[config.mk]
export PLATFORM = sky130hd
export DESIGN_NAME = icnt_trigger
export DESIGN_NICKNAME = d
export VERILOG_FILES = /design/src/rtl/icnt_pkg.sv /design/src/rtl/icnt_event_qual.sv /design/src/rtl/icnt_ctrl_reg.sv /design/src/rtl/icnt_fire_gen.sv /design/src/rtl/icnt_trigger.sv
export SDC_FILE = /design/constraint.sdc
export NUM_CORES = 1
export LEC_CHECK = 0
export BUFFER_PORTS_ARGS = -buffer_cell sky130_fd_sc_hd__buf_4
export CORE_MARGIN = 5
export CORE_UTILIZATION = 51
export DETAILED_ROUTE_END_ITERATION = 12
export PLACE_DENSITY = 0.95
export SYNTH_ARGS = -nofsm -noshare
export SYNTH_HDL_FRONTEND = slang
export SYNTH_SLANG_ARGS = --single-unit
[constraint.sdc]
create_clock -name clk -period 6 [get_ports clk]
set_clock_uncertainty 0.05 [all_clocks]
set_input_delay 0.9 -clock clk [delete_from_list [all_inputs] [get_ports clk]]
set_output_delay 0.9 -clock clk [all_outputs]
set_load 0.01 [all_outputs]
[src/rtl/icnt_pkg.sv]
`timescale 1ns/1ps
package icnt_pkg;

  localparam int CNT_LSB  = 10;
  localparam int M_EN_BIT = 9;
  localparam int S_EN_BIT = 7;
  localparam int U_EN_BIT = 6;
  localparam int ACT_W    = 6;

  typedef enum logic [1:0] {
    PRV_U   = 2'd0,
    PRV_S   = 2'd1,
    PRV_RSV = 2'd2,
    PRV_M   = 2'd3
  } priv_e;

  typedef struct packed {
    logic m;
    logic s;
    logic u;
  } mode_en_t;

  // True when the current privilege mode is one the trigger listens to.
  function automatic logic mode_match(priv_e p, mode_en_t en);
    case (p)
      PRV_M:   return en.m;
      PRV_S:   return en.s;
      PRV_U:   return en.u;
      default: return 1'b0;
    endcase
  endfunction

  // Count after one qualifying event, saturating at zero.
  function automatic logic [31:0] count_after(logic [31:0] c);
    return (c == 32'd0) ? 32'd0 : c - 32'd1;
  endfunction

endpackage

[src/rtl/icnt_event_qual.sv]
`timescale 1ns/1ps
module icnt_event_qual
  import icnt_pkg::*;
(
  input  logic       retire,
  input  logic       exc_taken,
  input  logic [1:0] priv,
  input  mode_en_t   mode_en,
  output logic       hit
);

  logic any_evt;
  assign any_evt = retire | exc_taken;
  assign hit     = any_evt & mode_match(priv_e'(priv), mode_en);

endmodule

[src/rtl/icnt_ctrl_reg.sv]
`timescale 1ns/1ps
module icnt_ctrl_reg
  import icnt_pkg::*;
#(
  parameter int CNT_W     = 14,
  parameter bit STEP_MODE = 1'b0,
  localparam int REG_W    = CNT_LSB + CNT_W
) (
  input  logic             clk,
  input  logic             rst_n,
  input  logic             wr_en,
  input  logic [REG_W-1:0] wr_data,
  input  logic             hit,
  output logic [CNT_W-1:0] cnt,
  output mode_en_t         mode_en,
  output logic [ACT_W-1:0] act,
  output logic             fire_set
);

  mode_en_t         en_q;
  logic [ACT_W-1:0] act_q;
  logic             en_clr;
  logic             take;

  // A write always wins over an event in the same cycle.
  assign take = hit & ~wr_en;

  always_ff @(posedge clk or negedge rst_n) begin
    if (!rst_n) begin
      en_q  <= '0;
      act_q <= '0;
    end else if (wr_en) begin
      en_q.m <= wr_data[M_EN_BIT];
      en_q.s <= wr_data[S_EN_BIT];
      en_q.u <= wr_data[U_EN_BIT];
      act_q  <= wr_data[ACT_W-1:0];
    end else if (en_clr) begin
      en_q <= '0;
    end
  end

  generate
    if (STEP_MODE) begin : g_step
      logic unused_cnt_bits;
      assign unused_cnt_bits = ^wr_data[REG_W-1:CNT_LSB];
      assign cnt      = CNT_W'(1);
      assign fire_set = take;
      assign en_clr   = take;

      p_step_disarm_r8: assert property (@(posedge clk) disable iff (!rst_n)
        (hit && !wr_en) |=> (en_q == '0));
    end else begin : g_count
      logic [CNT_W-1:0] cnt_q;
      logic             dec;
      assign dec      = take & (cnt_q != '0);
      assign fire_set = dec & (cnt_q == CNT_W'(1));
      assign en_clr   = 1'b0;
      assign cnt      = cnt_q;

      always_ff @(posedge clk or negedge rst_n) begin
        if (!rst_n)      cnt_q <= '0;
        else if (wr_en)  cnt_q <= wr_data[REG_W-1:CNT_LSB];
        else if (dec)    cnt_q <= cnt_q - 1'b1;
      end

      p_dec_one_r2: assert property (@(posedge clk) disable iff (!rst_n)
        (hit && !wr_en && cnt_q != '0) |=> (cnt_q == $past(cnt_q) - 1'b1));
      p_disabled_hold_r4: assert property (@(posedge clk) disable iff (!rst_n)
        (!hit && !wr_en) |=> $stable(cnt_q));
      p_zero_sticks_r6: assert property (@(posedge clk) disable iff (!rst_n)
        (cnt_q == '0 && !wr_en) |=> (cnt_q == '0));
      p_write_wins_r7: assert property (@(posedge clk) disable iff (!rst_n)
        wr_en |=> (cnt_q == $past(wr_data[REG_W-1:CNT_LSB])));
    end
  endgenerate

  assign mode_en = en_q;
  assign act     = act_q;

  p_write_fields_r1: assert property (@(posedge clk) disable iff (!rst_n)
    wr_en |=> (act_q == $past(wr_data[ACT_W-1:0]) &&
               en_q.m == $past(wr_data[M_EN_BIT])));

endmodule

[src/rtl/icnt_fire_gen.sv]
`timescale 1ns/1ps
module icnt_fire_gen
  import icnt_pkg::*;
(
  input  logic             clk,
  input  logic             rst_n,
  input  logic             fire_set,
  input  logic [ACT_W-1:0] act,
  output logic             fire,
  output logic [ACT_W-1:0] fire_action
);

  logic             fire_q;
  logic [ACT_W-1:0] fact_q;

  always_ff @(posedge clk or negedge rst_n) begin
    if (!rst_n) begin
      fire_q <= 1'b0;
      fact_q <= '0;
    end else begin
      fire_q <= fire_set;
      fact_q <= fire_set ? act : '0;
    end
  end

  assign fire        = fire_q;
  assign fire_action = fact_q;

  p_fire_pulse_r5: assert property (@(posedge clk) disable iff (!rst_n)
    fire |=> !fire);
  p_quiet_action_r5: assert property (@(posedge clk) disable iff (!rst_n)
    !fire |-> (fire_action == '0));
  p_fire_follows_r5: assert property (@(posedge clk) disable iff (!rst_n)
    fire_set |=> fire);

endmodule

[src/rtl/icnt_trigger.sv]
`timescale 1ns/1ps
module icnt_trigger
  import icnt_pkg::*;
#(
  parameter int CNT_W     = 14,
  parameter bit STEP_MODE = 1'b0,
  localparam int REG_W    = CNT_LSB + CNT_W
) (
  input  logic             clk,
  input  logic             rst_n,
  input  logic             wr_en,
  input  logic [REG_W-1:0] wr_data,
  input  logic [1:0]       priv,
  input  logic             retire,
  input  logic             exc_taken,
  output logic [REG_W-1:0] ctrl_q,
  output logic             fire,
  output logic [ACT_W-1:0] fire_action
);

  mode_en_t         mode_en;
  logic [CNT_W-1:0] cnt;
  logic [ACT_W-1:0] act;
  logic             hit;
  logic             fire_set;
  logic             unused_gap_bit;

  assign unused_gap_bit = wr_data[8];

  icnt_event_qual u_qual (
    .retire    (retire),
    .exc_taken (exc_taken),
    .priv      (priv),
    .mode_en   (mode_en),
    .hit       (hit)
  );

  icnt_ctrl_reg #(.CNT_W(CNT_W), .STEP_MODE(STEP_MODE)) u_reg (
    .clk      (clk),
    .rst_n    (rst_n),
    .wr_en    (wr_en),
    .wr_data  (wr_data),
    .hit      (hit),
    .cnt      (cnt),
    .mode_en  (mode_en),
    .act      (act),
    .fire_set (fire_set)
  );

  icnt_fire_gen u_fire (
    .clk         (clk),
    .rst_n       (rst_n),
    .fire_set    (fire_set),
    .act         (act),
    .fire        (fire),
    .fire_action (fire_action)
  );

  assign ctrl_q = {cnt, mode_en.m, 1'b0, mode_en.s, mode_en.u, act};

  p_gap_zero_r1: assert property (@(posedge clk) disable iff (!rst_n)
    ctrl_q[8] == 1'b0);
  p_no_fire_on_write_r7: assert property (@(posedge clk) disable iff (!rst_n)
    wr_en |=> !fire);

endmodule

==> results.yml <==
global_routing:
  grt_usage_pct: 20.0
  grt_pass1_wl_mm: 6.53
  grt_pass1_vias: 1413
  grt_max_degree: 31
  overflow: 0
  antenna_found_initial: 0
pwr:
  seqPwrFrac_pct: 48.0
  clock_power_share_pct: 29.5
  powerDensity_nw_per_um2: 252
  p_int_w: 0.000361
  netSwitchingFraction_pct: 29.0
  power.switching_w: 0.000148
  power_frac_comb_pct: 22.5
  p_leak_nw: 0.924
  peakVddDrop_v: 0.000254
die:
  start_util_pct: 53.9
  die_h_um: 64.2
  core_area_um2: 2780
  die-area_um2: 4120
  die_w_um: 64.2
  rows: 19
  ioPinCount: 62
route:
  vias: 1387
  wl_mm: 3.99
  drt_iter0_markers: 80
  viasPerCell: 6.06
  avgRoutedWirePerCell_um: 17.4
  drtPass1Iterations: 4
  ant_nets: 0
  drcViolationCount: 0
setup_path:
  cp_slowest_stage_delay_ns: 0.64
  required_ns: 6.17
  critPathCaptureType: "register"
  critical_path.startpoint_type: "register"
  r2r_end: "u_reg.cnt[7]"
  r2r_start: "u_reg.cnt[3]"
  crit_type: "reg -> reg"
  cp_max_fo: 13
  r2r_slack_ns: 3.22
  slowest_stage: "or4_1"
  crit_arrival_ns: 2.95
  crit_path_cell_trace: "or4_4, or4_1, o21a_4, mux2_4, a221o_1"
  worstRegToRegCells: 5
final_layout:
  fillers: 189
  finalCoreUtilization_pct: 72.5
  drive_above_1_share_pct: 40.9
  seqCellArea_um2: 751
  areaGrowthSynthToFinish_pct: 34.5
  nNetsFinal: 230
  layout_commonest_cell: "buf_4"
  multi_input_area_um2: 689
  most-common-layout-cells: "buf_4 (59), dfrtp_1 (30), nor3_1 (9), mux2_2 (9), nand2_1 (8)"
  num_antenna_cells: 0
yosys:
  syn_nets: 174
  synth_area_um2: 1500
  syn_area_per_cell_um2: 10.6
  netlist_instances: 141
  synth_cell_types: 36
  yosys_warnings: 0
  synth_seq_cells: 30
  ys_seq_area_share_pct: 50.1
outcome:
  run_status: "finished, final reports clean"
timing:
  fmax_ghz: 0.360
  tns_ns: 0
  fin_crit_ns: 2.78
  worstMarginPinSlew_ns: 0.972
  layout_setup_ws_ns: 3.22
  max_slew_margin_pct: 34.6
  hold_viol_final: 0
  drv_slew: 0
  timing.final.crit_share_pct: 46.3
  rsz0062_at_grt: "false"
  setup_viol: 0
clocking:
  cts-root-buf: "clkbuf_4"
  cts_setup_buffers: 0
  cts_htree_levels: 2
  clk_latency_ns: 0.33
  cts_sinks: 30
  clkTransAtPathRegs_ns: 0.10
  cts_tree: "yes"
  cts_hold_buf: 0
  cts-buffers-inserted: 5
  clk_path_buf_depth: 2
  cts_resized: 0
placement:
  place_ws_ns: 2.92
  hpwl_mm: 2.99
  gp_congestion: 0.853
  io_buffers: 59
job:
  cap_violations: 0
worst_hold_path:
  hp-class: "in -> async"
[synth_stat cells, drive strengths merged]
| cell | n | area (um^2) |
|---|---|---|
| mux2i | 4 | 40.0 |
| clkbuf | 6 | 22.5 |
| nand3 | 7 | 35.0 |
| nand2 | 8 | 30.0 |
| inv | 4 | 15.0 |
| or4 | 4 | 33.8 |
| ha | 2 | 25.0 |
| a2bb2oi | 1 | 8.76 |
| o211ai | 1 | 7.51 |
| nor3 | 9 | 45.0 |
| dfrtp | 30 | 751 |
| o221a | 2 | 22.5 |
| mux2 | 11 | 128 |
| conb | 1 | 3.75 |
| and2 | 6 | 37.5 |
| o21ai | 6 | 33.8 |
| nor2 | 7 | 26.3 |
| a21oi | 2 | 10.0 |
| o311ai | 2 | 17.5 |
| o21a | 1 | 15.0 |
| o22ai | 3 | 18.8 |
| buf | 4 | 21.3 |
| nand2b | 1 | 6.26 |
| a221o | 5 | 50.1 |
| or3 | 4 | 25.0 |
| nor4b | 1 | 8.76 |
| a21boi | 2 | 15.0 |
| nor4 | 5 | 31.3 |
| nor3b | 2 | 15.0 |
[power by group through the flow]
stage | logic, W | clock network (W) | registers (W)
6_report | 0.000114 | 0.000150 | 0.000244
5_1_grt | 0.000125 | 0.000163 | 0.000248
4_1_cts | 0.000115 | 0.000151 | 0.000244
3_3_place_gp | 0.000110 | 0 | 0.000245
3_5_place_dp | 0.000115 | 0 | 0.000248
2_1_floorplan | 0.0000504 | 0 | 0.000250
[how the worst max path moves through the flow]
stage,from,end,slack (ns),cells past startpoint
global placement,wr_en,u_reg.cnt[7],3.07,5
detailed placement,wr_en,u_reg.cnt[7],2.92,5
global route,u_reg.cnt[3],u_reg.cnt[7],3.16,5
floorplan,wr_en,u_reg.cnt[2],3.34,6
finish,u_reg.cnt[3],u_reg.cnt[7],3.22,5
CTS,u_reg.cnt[3],u_reg.cnt[7],3.24,5
[metrics by stage]
stage | hold WS (ns) | total power, W | cells | instance area, um^2
after floorplan | 0.490 | 0.000300 | 141 | 1500
after global placement | 0.436 | 0.000354 | 221 | 1940
after detailed placement | 0.446 | 0.000362 | 221 | 1940
after CTS | 0.439 | 0.000510 | 229 | 2020
after global routing | 0.441 | 0.000536 | 229 | 2020
final | 0.436 | 0.000509 | 229 | 2020
[area by class of cell]
type / instances / share of cell area (%)
Inverter: 4 / 0.745
Multi-Input combinational cell: 97 / 34.2
Tap cell: 31 / 1.92
Sequential cell: 30 / 37.2
Clock buffer: 8 / 3.91
Timing Repair Buffer: 59 / 22.0
[logic make-up after synthesis]
kind of cell / synth area share (%)
flip-flops: 50.1
multiplexers: 11.2
AND/OR/NAND/NOR: 19.6
adder cells (fa/ha/maj): 1.67
AO/OA/AOI/OAI: 13.3
other: 0.250
buffers and inverters: 3.92
[state kept, by name (all words and copies together) (netlist names)]
signal              flops
u_fire.fire             1
u_fire.fire_action      6
u_reg.act               6
u_reg.cnt              14
u_reg.mode_en           3
[routing by layer]
metal  part of all wire [%]  GRT usage (%)  vias up
met5                      0              0        -
met1                     37           23.9      678
li1                       -              -      636
met3                    7.8           6.30        8
met2                     53           33.8       65
met4                    1.6           7.12        0
[worst max-delay path: cells and delay by family, from the launching register on]
| kind | cells | cell delay [ns] |
|---|---|---|
| flip-flops | 1 | 0.47 |
| multiplexers | 1 | 0.31 |
| AND/OR/NAND/NOR | 2 | 1.22 |
| AO/OA/AOI/OAI | 2 | 0.62 |
(Power assumes the default switching activity.)
